## src/rtl/stepdir_pkg.sv

```systemverilog
package stepdir_pkg;

    localparam int POS_W   = 3;
    localparam int NUM_POS = 1 << POS_W;
    localparam int QUARTER = NUM_POS / 4;

    typedef enum logic [2:0] {
        MODE_INIT,
        MODE_FAULT,
        MODE_IDLE,
        MODE_BRAKE,
        MODE_DRIVE
    } drv_mode_e;

    typedef enum logic [1:0] {
        CUR_ZERO = 2'b00,
        CUR_POS  = 2'b01,
        CUR_NEG  = 2'b11
    } cur_dir_e;

    // Current direction of a winding whose own phase is ph (winding 1 reference).
    function automatic cur_dir_e cur_of_phase(input logic [POS_W-1:0] ph);
        cur_dir_e c;
        unique case (ph)
            3'd1, 3'd5:       c = CUR_ZERO;
            3'd2, 3'd3, 3'd4: c = CUR_POS;
            default:          c = CUR_NEG;
        endcase
        return c;
    endfunction

endpackage

```

## src/rtl/sdt_step_edge.sv

```systemverilog
module sdt_step_edge (
    input  logic clk,
    input  logic init_n,
    input  logic step_i,
    output logic rise_o,
    output logic fall_o
);

    logic step_q;

    always_ff @(posedge clk) begin
        step_q <= step_i;
    end

    assign rise_o = step_i & ~step_q;
    assign fall_o = ~step_i & step_q;

    // a rising edge needs a low sample first, so two in a row are impossible
    p_no_double_rise_r1: assert property (@(posedge clk) disable iff (!init_n)
        rise_o |=> !rise_o);

endmodule

```

## src/rtl/sdt_seq_ctrl.sv

```systemverilog
module sdt_seq_ctrl
    import stepdir_pkg::*;
(
    input  logic             clk,
    input  logic             init_n,
    input  logic             enable_i,
    input  logic             brake_i,
    input  logic             fault_i,
    input  logic             dir_i,
    input  logic             half_i,
    input  logic             rise_i,
    input  logic             fall_i,
    output drv_mode_e        mode_o,
    output logic [POS_W-1:0] pos_o
);

    drv_mode_e        mode_q, mode_nxt;
    logic [POS_W-1:0] pos_q, pos_nxt;
    logic             accept;

    // Mode selection: init > fault > enable > brake > drive
    always_comb begin
        if (!init_n)        mode_nxt = MODE_INIT;
        else if (fault_i)   mode_nxt = MODE_FAULT;
        else if (!enable_i) mode_nxt = MODE_IDLE;
        else if (brake_i)   mode_nxt = MODE_BRAKE;
        else                mode_nxt = MODE_DRIVE;
    end

    always_comb begin
        unique case (mode_nxt)
            MODE_IDLE, MODE_DRIVE: accept = 1'b1;
            default:               accept = 1'b0;
        endcase
    end

    // Next index: half step +-1, full step +-2 from even, +-1 from odd
    always_comb begin
        unique case ({half_i, dir_i})
            2'b10:   pos_nxt = pos_q + POS_W'(1);
            2'b11:   pos_nxt = pos_q - POS_W'(1);
            2'b00:   pos_nxt = pos_q[0] ? pos_q + POS_W'(1) : pos_q + POS_W'(2);
            default: pos_nxt = pos_q[0] ? pos_q - POS_W'(1) : pos_q - POS_W'(2);
        endcase
    end

    // State register
    always_ff @(posedge clk) begin
        if (!init_n) begin
            mode_q <= MODE_INIT;
            pos_q  <= '0;
        end else begin
            mode_q <= mode_nxt;
            if (rise_i && accept) begin
                pos_q <= pos_nxt;
            end
        end
    end

    assign mode_o = mode_q;
    assign pos_o  = pos_q;

    // a falling edge leaves the index alone
    p_fall_hold_r1: assert property (@(posedge clk) disable iff (!init_n)
        fall_i |=> $stable(pos_q));

    // an accepted half step always moves the index
    p_half_moves_r2: assert property (@(posedge clk) disable iff (!init_n)
        (rise_i && half_i && !fault_i && (!enable_i || !brake_i)) |=> !$stable(pos_q));

    // an accepted full step always lands on an even index
    p_full_even_r3: assert property (@(posedge clk) disable iff (!init_n)
        (rise_i && !half_i && !fault_i && (!enable_i || !brake_i)) |=> !pos_q[0]);

    // braking freezes the sequence
    p_brake_freeze_r8: assert property (@(posedge clk) disable iff (!init_n)
        (brake_i && enable_i) |=> $stable(pos_q));

    // fault freezes the sequence
    p_fault_freeze_r11: assert property (@(posedge clk) disable iff (!init_n)
        fault_i |=> $stable(pos_q));

endmodule

```

## src/rtl/sdt_phase_map.sv

```systemverilog
module sdt_phase_map
    import stepdir_pkg::*;
#(
    parameter int NUM_WIND = 2,
    localparam int NUM_TERM = 2 * NUM_WIND
) (
    input  drv_mode_e             mode_i,
    input  logic [POS_W-1:0]      pos_i,
    output logic [NUM_TERM-1:0]   hs_en_o,
    output logic [NUM_TERM-1:0]   ls_en_o,
    output logic [NUM_TERM-1:0]   cur_o,
    output logic                  origin_n_o
);

    for (genvar w = 0; w < NUM_WIND; w++) begin : g_wind
        localparam logic [POS_W-1:0] OFS = POS_W'(w * QUARTER);
        logic [POS_W-1:0] ph;
        cur_dir_e         cur;

        assign ph  = pos_i - OFS;
        assign cur = cur_of_phase(ph);
        assign cur_o[2*w +: 2] = cur;

        always_comb begin
            unique case (mode_i)
                MODE_DRIVE: begin
                    hs_en_o[2*w]   = (cur == CUR_POS);
                    ls_en_o[2*w]   = (cur == CUR_NEG);
                    hs_en_o[2*w+1] = (cur == CUR_NEG);
                    ls_en_o[2*w+1] = (cur == CUR_POS);
                end
                MODE_BRAKE: begin
                    hs_en_o[2*w +: 2] = 2'b11;
                    ls_en_o[2*w +: 2] = 2'b00;
                end
                default: begin
                    hs_en_o[2*w +: 2] = 2'b00;
                    ls_en_o[2*w +: 2] = 2'b00;
                end
            endcase
        end
    end

    assign origin_n_o = |pos_i;

endmodule

```

## src/rtl/stepdir_translator.sv

```systemverilog
module stepdir_translator
    import stepdir_pkg::*;
#(
    parameter int NUM_WIND = 2,
    localparam int NUM_TERM = 2 * NUM_WIND
) (
    input  logic                clk,
    input  logic                init_n,
    input  logic                step_i,
    input  logic                dir_i,
    input  logic                half_i,
    input  logic                enable_i,
    input  logic                brake_i,
    input  logic                fault_i,
    output logic [NUM_TERM-1:0] hs_en_o,
    output logic [NUM_TERM-1:0] ls_en_o,
    output logic [NUM_TERM-1:0] wind_cur_o,
    output logic                origin_n_o
);

    logic             rise, fall;
    drv_mode_e        mode;
    logic [POS_W-1:0] pos;

    sdt_step_edge u_edge (
        .clk    (clk),
        .init_n (init_n),
        .step_i (step_i),
        .rise_o (rise),
        .fall_o (fall)
    );

    sdt_seq_ctrl u_ctrl (
        .clk      (clk),
        .init_n   (init_n),
        .enable_i (enable_i),
        .brake_i  (brake_i),
        .fault_i  (fault_i),
        .dir_i    (dir_i),
        .half_i   (half_i),
        .rise_i   (rise),
        .fall_i   (fall),
        .mode_o   (mode),
        .pos_o    (pos)
    );

    sdt_phase_map #(.NUM_WIND(NUM_WIND)) u_map (
        .mode_i     (mode),
        .pos_i      (pos),
        .hs_en_o    (hs_en_o),
        .ls_en_o    (ls_en_o),
        .cur_o      (wind_cur_o),
        .origin_n_o (origin_n_o)
    );

    // no terminal ever has both switches on
    p_no_shoot_r5: assert property (@(posedge clk) disable iff (!init_n)
        (hs_en_o & ls_en_o) == '0);

    // enable low blanks all switches on the next cycle
    p_idle_off_r7: assert property (@(posedge clk) disable iff (!init_n)
        (!enable_i && !fault_i) |=> (hs_en_o == '0 && ls_en_o == '0));

    // brake with enable high gives all high sides, no low sides
    p_brake_out_r8: assert property (@(posedge clk) disable iff (!init_n)
        (brake_i && enable_i && !fault_i) |=> (ls_en_o == '0 && hs_en_o == '1));

    // fault blanks all switches on the next cycle
    p_fault_off_r11: assert property (@(posedge clk) disable iff (!init_n)
        fault_i |=> (hs_en_o == '0 && ls_en_o == '0));

endmodule

```

## config.mk

```make
export PLATFORM = sky130hd
export DESIGN_NAME = stepdir_translator
export DESIGN_NICKNAME = d
export VERILOG_FILES = /design/src/rtl/stepdir_pkg.sv /design/src/rtl/sdt_step_edge.sv /design/src/rtl/sdt_seq_ctrl.sv /design/src/rtl/sdt_phase_map.sv /design/src/rtl/stepdir_translator.sv
export SDC_FILE = /design/constraint.sdc
export NUM_CORES = 1
export LEC_CHECK = 0
export CORE_MARGIN = 10
export CORE_UTILIZATION = 40
export CTS_BUF_LIST = sky130_fd_sc_hd__clkbuf_4 sky130_fd_sc_hd__clkbuf_8
export DETAILED_ROUTE_END_ITERATION = 6
export MAX_ROUTING_LAYER = met4
export PLACE_DENSITY = 0.77
export SYNTH_ARGS = -nofsm -noshare
export SYNTH_HDL_FRONTEND = slang
export SYNTH_SLANG_ARGS = --single-unit
```

## constraint.sdc

```tcl
create_clock -name clk -period 1.64 [get_ports clk]
set_input_delay 0.328 -clock clk [delete_from_list [all_inputs] [get_ports clk]]
set_output_delay 0.328 -clock clk [all_outputs]
set_load 0.1 [all_outputs]
```

==> results.toml, run 1 <==
[status]
error_line = "[ERROR DPL-0038] Utilization greater than 100%, impossible to legalize"
run_status = "stopped before the end"
stop_stage = "global routing"

[synth]
synth_fp_nets = 85
yosysUniqueCellTypes = 25
ys_seq_area_share_pct = 25.28
ys_ff_latch = 7
synth_fa_ha_area_share_pct = 20.32
synth_xor_xnor_area_share_pct = 0
yosys.area_share.simple_pct = 27.31
async_flop_share_pct = 0
syn_area_um2 = 554.3
syn-mean-instance-area_um2 = 8.151
synth_top_family_by_area = "simple AND/OR/NAND/NOR gates"
synth_warnings = 0
synth_cells = 68
synthFlopType = "dfxtp_1"
synth_compound_area_share_pct = 19.64
synthMuxAreaShare_pct = 1.806
synth_edf_count = 0

[die]
rows = 13
io_pins = 21
start_util_pct = 42.60
die_x_um = 57.23
die_h_um = 57.23

[clock_tree]
htree_levels = 1
cts_sinks = 7
cts_hold_buf = 0
ctsLongestPathBuffers = 2
cts_buffers = 3
clock-root-buffer = "clkbuf_4"

[timing]
endpoint_type = "top-level output"
grt-worst-endpoint = "hs_en_o[1]"

[global_route]
grt_max_degree = 8

[placed_design]
dp_hpwl_um = 1360
io_buffers = 20
place.gp.congestion = 0.7670
==> per-stage QoR <==
step	setup TNS (ns)	utilization, %	setup WS (ns)	instances	instance area (um^2)
after floorplan	-5.030	-	-0.7675	68	638.1
after global placement	-0.9937	84.71	-0.2555	118	1102
after detailed placement	-1.340	84.71	-0.3199	118	1102
after CTS	-1.811	96.35	-0.2802	125	1254
==> logic make-up after synthesis <==
kind of cell             Yosys count
AO/OA/AOI/OAI                     17
AND/OR/NAND/NOR                   26
multiplexers                       1
flip-flops                         7
buffers and inverters              8
adder cells (fa/ha/maj)            9
==> synthesized netlist by cell type (2+ instances only) <==
master / n / area (um^2)
a21oi_1: 5 / 25.02
nand2b_1: 4 / 25.02
nor3b_1: 2 / 15.01
a21o_1: 2 / 15.01
nand2_1: 5 / 18.77
nor2_1: 7 / 26.28
a211oi_1: 2 / 15.01
inv_1: 7 / 26.28
o21ai_0: 3 / 15.01
ha_1: 9 / 112.6
nor3_1: 2 / 10.01
dfxtp_1: 7 / 140.1
==> what timing repair did <==
action	4_1_cts
pin swaps	7
endpoints found under the hold margin	0
gates resized for setup	20
buffers inserted	3
endpoints found under the setup margin	15
==> run 2, diff against run 1 <==
--- a/config.mk
+++ b/config.mk
@@ -5,12 +5,10 @@
 export SDC_FILE = /design/constraint.sdc
 export NUM_CORES = 1
 export LEC_CHECK = 0
-export CORE_MARGIN = 10
-export CORE_UTILIZATION = 40
-export CTS_BUF_LIST = sky130_fd_sc_hd__clkbuf_4 sky130_fd_sc_hd__clkbuf_8
+export CORE_AREA = 10 10 71 73
 export DETAILED_ROUTE_END_ITERATION = 6
-export MAX_ROUTING_LAYER = met4
-export PLACE_DENSITY = 0.77
+export DIE_AREA = 0 0 81 83
+export PLACE_DENSITY_LB_ADDON = 0.15
 export SYNTH_ARGS = -nofsm -noshare
 export SYNTH_HDL_FRONTEND = slang
 export SYNTH_SLANG_ARGS = --single-unit
==> constraint.sdc (replaced) <==
create_clock -name clk -period 2.15 [get_ports clk]
set_input_delay 0.43 -clock clk [delete_from_list [all_inputs] [get_ports clk]]
set_output_delay 0.43 -clock clk [all_outputs]
set_load 0.1 [all_outputs]
==> run 2 against run 1 <==
Net effect:
- the flow now finishes without violations
- synthesized cell count did not move
- synthesized area is the same
==> results.toml, run 2 <==
[layout]
nets = 110
design_area_um2 = 1094
multi_input_area_um2 = 473.0
layout_common_cells = "13 x buf_12, 7 x ha_1, 7 x clkdlybuf4s50_1"
final_common_cell = "buf_12"
drive_above_1_share_pct = 38.04
regArea_um2 = 148.9
fillCellCount = 402
syn_to_final_growth_pct = 97.29
antenna_cells = 0

[worst_setup_path]
start_kind = "flop"
crit_path_max_fanout = 6
required_ns = 1.72
crit_arrival_ns = 1.65
cp-end-kind = "output port"
criticalPathCategory = "reg -> out"

[die]
die_h_um = 83
die_x_um = 81
dieArea_um2 = 6723
io_pins = 21
start_util_pct = 15.25
core_um2 = 3633
rows = 22

[timing]
slew_viol_final = 0
fmax_mhz = 480.3
worstMarginPinSlew_ns = 0.4468
final.period_utilization_pct = 96.83
setup_viol_count_final = 0
rsz0062_at_grt = "no"
fin_crit_ns = 2.082
finalHoldViolations = 0
max_slew_margin_pct = 70.14
skew_ns = 0.003253
totalNegativeSetupSlack_ns = 0

[global_route]
first_global_vias = 572
grt_max_degree = 9
grt.total_usage_pct = 5.103
antenna_found_initial = 0
grt_pass1_wl_um = 2794
grt-ovfl-total = 0

[placed_design]
place.gp.congestion = 0.6871
place_area_um2 = 1018
dp_hpwl_um = 1406
io_buffers = 20

[synth]
synth_cells = 68
synth_largest_area_cell = "dfxtp_1"
synth_fp_nets = 85
syn-mean-instance-area_um2 = 8.151
synth_edf_count = 0
ys_top_cells_by_count = "9 x ha_1, 7 x dfxtp_1, 7 x inv_1, 7 x nor2_1"
async_flop_share_pct = 0
yosys.area.top_type_share_pct = 25.28
synth_warnings = 0
yosysUniqueCellTypes = 25
yosysMostFrequentCell = "ha_1"
ys_seq_area_share_pct = 25.28
synthTopCellsByArea = "dfxtp_1 25%, ha_1 20%, inv_1 4.7%"
synthFlopType = "dfxtp_1"
syn_area_um2 = 554.3
ys_ff_latch = 7

[detailed_routing]
viasPerCell = 4.014
finalWirelength_um = 1634
wire_per_inst_um = 11.67
antenna_left = 0
drtPass1Iterations = 4
drc = 0
route.vias.total = 562
drtIter0Drc = 22

[clock_tree]
clk_pin_slew_ns = 0.04
cts_tree = "built"
clock-root-buffer = "clkbuf_8"
cts_sinks = 7
htree_levels = 1
cts_buffers = 3
clk_latency_ns = 0.23
ctsLongestPathBuffers = 2
cts_hold_buf = 0

[min_path]
hold_class = "reg -> reg"

[status]
run_status = "finished, final reports clean"

[power]
vdd_drop_max_mv = 0.2320
power_w = 0.0004936
leakagePower_nw = 0.4377
p_per_area_nw_per_um2 = 451.4

[flow_run]
drv_cap = 0
==> run 2: cell counts after synthesis <==
No cell type changed its count.
==> run 2: cell families (layout without fill, tap and decap cells) <==
| group | Yosys count | in the layout | synth area share, % |
|---|---|---|---|
| DFF | 7 | 7 | 25.28 |
| and+or+nand+nor | 26 | 26 | 27.32 |
| buffers and inverters | 8 | 32 | 5.643 |
| muxes | 1 | 1 | 1.806 |
| adders and majority gates | 9 | 9 | 20.32 |
| AOI/OAI and AO/OA | 17 | 17 | 19.64 |
==> run 2: what timing repair did <==
action | in CTS | in global routing
resized for setup | 3 | 1
setup endpoints to repair | 2 | 1
pin swaps | 0 | 1
setup buffers | 0 | 1
==> run 2: through the flow <==
stage               util (%)  worst slack [ns]  cells  hold WS, ns
finish                 30.10           0.06817    140       0.5530
CTS                    29.82         0.0003479    139       0.5616
global placement       28.03            0.1081    135       0.5479
detailed placement     28.03           0.04356    135       0.5453
floorplan                  -           -0.3626     68       0.4577
global route           30.10           0.01194    140       0.5972
==> run 2: final cells by class <==
class / instances / area share, %
sequential: 7 / 13.62
clock buffer: 4 / 4.119
multi-input combinational: 53 / 43.25
timing repair buffer: 21 / 30.89
tap: 48 / 5.492
inverter: 7 / 2.632
==> run 2: layer usage <==
layer	GRT usage (%)	routed length, um	up-vias
met5	0	0	-
met4	1.408	0	0
met3	2.478	149	0
met2	8.285	776	26
met1	5.713	707	253
li1	-	-	283
==> run 2: worst paths after layout <==
| path | from | to | slack (ns) | cells after the start |
|---|---|---|---|---|
| hold reg to reg | u_ctrl.pos_o[0] | u_ctrl.pos_o[0] | 0.55 | 2 |
| setup reg to reg | u_ctrl.pos_o[1] | u_ctrl.pos_o[2] | 0.62 | 5 |
| setup / recovery | u_ctrl.pos_o[1] | hs_en_o[3] | 0.07 | 5 |
| hold / removal | u_ctrl.pos_o[0] | u_ctrl.pos_o[0] | 0.55 | 2 |
==> run 2: worst max-delay path: stages (launching register included) <==
cell	delay (ns)
dfxtp_2	0.37
inv_2	0.11
ha_4	0.27
a21o_4	0.24
o31ai_4	0.21
buf_12	0.21
==> run 2: power by group <==
part	switching, W	leakage (nW)	internal, W	total, W
logic	0.000103	0.355	0.0000666	0.000170
registers	0.00000479	0.0596	0.000134	0.000139
clock network	0.0000566	0.0228	0.000128	0.000185
No activity file was read; power rests on OpenSTA's default activity.
==> run 3, diff against run 2 <==
--- a/config.mk
+++ b/config.mk
@@ -8,6 +8,7 @@
 export CORE_AREA = 10 10 71 73
 export DETAILED_ROUTE_END_ITERATION = 6
 export DIE_AREA = 0 0 81 83
+export GPL_TIMING_DRIVEN = 0
 export PLACE_DENSITY_LB_ADDON = 0.15
 export SYNTH_ARGS = -nofsm -noshare
 export SYNTH_HDL_FRONTEND = slang
==> run 3 against run 2 <==
Net effect:
- critical path depth is 2 lower
- sequential cell count stayed put
- power is 5.4% lower
- register-to-register slack hardly changed
==> results.toml, run 3 (same netlist as run 2, synthesis figures left out) <==
[clock_tree]
cts_hold_buf = 0
ctsLongestPathBuffers = 2
htree_levels = 1
post_cts_buffers = 0
clock-root-buffer = "clkbuf_8"
cts_tree = "built"
clk_latency_ns = 0.22
cts_buffers = 3
clk_pin_slew_ns = 0.04
cts-resized-gates = 69
cts_sinks = 7

[global_route]
grt.total_usage_pct = 4.655
grt-ovfl-total = 0
first_global_vias = 549
grt_max_degree = 9
grt_pass1_wl_um = 2566
antenna_found_initial = 0

[min_path]
hold_class = "reg -> reg"
whs_path_depth = 2
holdPathEnd = "u_ctrl.pos_o[0]"
hp-start = "u_ctrl.pos_o[0]"

[layout]
final_core_util_pct = 26.58
syn_to_final_growth_pct = 74.27
antenna_cells = 0
layout.cells.non_filler = 140
layout_common_cells = "7 x ha_1, 7 x clkdlybuf4s50_1"
nets = 110
drive_above_1_share_pct = 36.96
design_area_um2 = 965.9
fillCellCount = 402

[power]
vdd_drop_max_mv = 0.2931
p_per_area_nw_per_um2 = 483.6
power_w = 0.0004672
leakagePower_nw = 0.3891

[worst_setup_path]
crit_path_max_fanout = 8
r2r_cells = 5
crit_arrival_ns = 1.65
criticalPathCategory = "reg -> out"
critPathTopFamily = "buffers and inverters"
crit_path_cell_trace = "ha_1 -> inv_1 -> clkdlybuf4s15_1"
crit_buf_inv = 2
r2r_slack_ns = 0.63
start_kind = "flop"
r2r-end = "u_ctrl.pos_o[2]"
cpMaxStageDelayCell = "clkdlybuf4s15_1"
required_ns = 1.72
rr_startpoint = "u_ctrl.pos_o[1]"
cp_slowest_stage_delay_ns = 0.81
cp-end-kind = "output port"

[timing]
setup_viol_count_final = 0
worstMarginPinSlew_ns = 0.9500
skew_ns = 0.002436
totalNegativeSetupSlack_ns = 0
max_slew_margin_pct = 36.91
final.period_utilization_pct = 96.80
fmax_mhz = 480.5
fin_crit_ns = 2.081
slew_viol_final = 0
finalHoldViolations = 0
rsz0062_at_grt = "no"

[die]
dieArea_um2 = 6723
rows = 22
core_um2 = 3633
die_h_um = 83
die_x_um = 81
io_pins = 21
start_util_pct = 15.25

[detailed_routing]
wire_per_inst_um = 10.86
drtIter0Drc = 3
antenna_left = 0
finalWirelength_um = 1521
drc = 0
drtPass1Iterations = 3
viasPerCell = 3.757
route.vias.total = 526

[flow_run]
drv_cap = 0

[placed_design]
dpl.cell_count = 136
dp_hpwl_um = 1318
place.gp.congestion = 0.7600
place_area_um2 = 893.4
io_buffers = 20

[status]
run_status = "finished, final reports clean"
[run 3: cell type report]
class,count,area (um^2),area share [%]
Buffer,1,5.005,0.5181
Sequential cell,7,148.9,15.41
Timing Repair Buffer,20,205.2,21.24
Tap cell,48,60.06,6.218
Clock buffer,4,45.04,4.663
Multi-Input combinational cell,53,473.0,48.96
Inverter,7,28.78,2.979
[run 3: metrics by stage]
step	setup slack, ns	hold slack [ns]
after floorplan	-0.3626	0.4577
after global placement	-0.7341	0.5427
after detailed placement	-0.7365	0.5447
after CTS	-0.02568	0.5512
after global routing	0.009280	0.5785
final	0.06871	0.5456
[run 3: worst max path at each step]
| stage | from | end | slack [ns] | cells after the start |
|---|---|---|---|---|
| final | u_ctrl.pos_o[0] | wind_cur_o[2] | 0.07 | 3 |
| after detailed placement | u_ctrl.pos_o[1] | hs_en_o[3] | -0.74 | 5 |
| after floorplan | u_ctrl.pos_o[0] | hs_en_o[1] | -0.36 | 5 |
| after global routing | u_ctrl.pos_o[1] | hs_en_o[3] | 0.009 | 5 |
| after CTS | u_ctrl.pos_o[2] | hs_en_o[1] | -0.03 | 6 |
| after global placement | u_ctrl.pos_o[1] | hs_en_o[3] | -0.73 | 5 |
[run 3: power breakdown]
group	internal [W]	total (W)	switching, W
Sequential	0.000134	0.000139	0.00000491
Combinational	0.0000504	0.000149	0.0000990
Clock	0.000128	0.000179	0.0000508
[run 3: metal layers]
layer	track usage (%)	wire, um	vias up
met1	5.521	708	224
met4	0.9390	0	0
met3	2.586	135	0
met5	0	0	-
li1	-	-	285
met2	7.133	677	17
[run 3: worst register-to-register path: stages, from the launching register on]
cell     delay, ns
dfxtp_2       0.37
inv_2         0.11
ha_4          0.27
or3_1         0.35
a31oi_1       0.20
o32ai_1       0.11
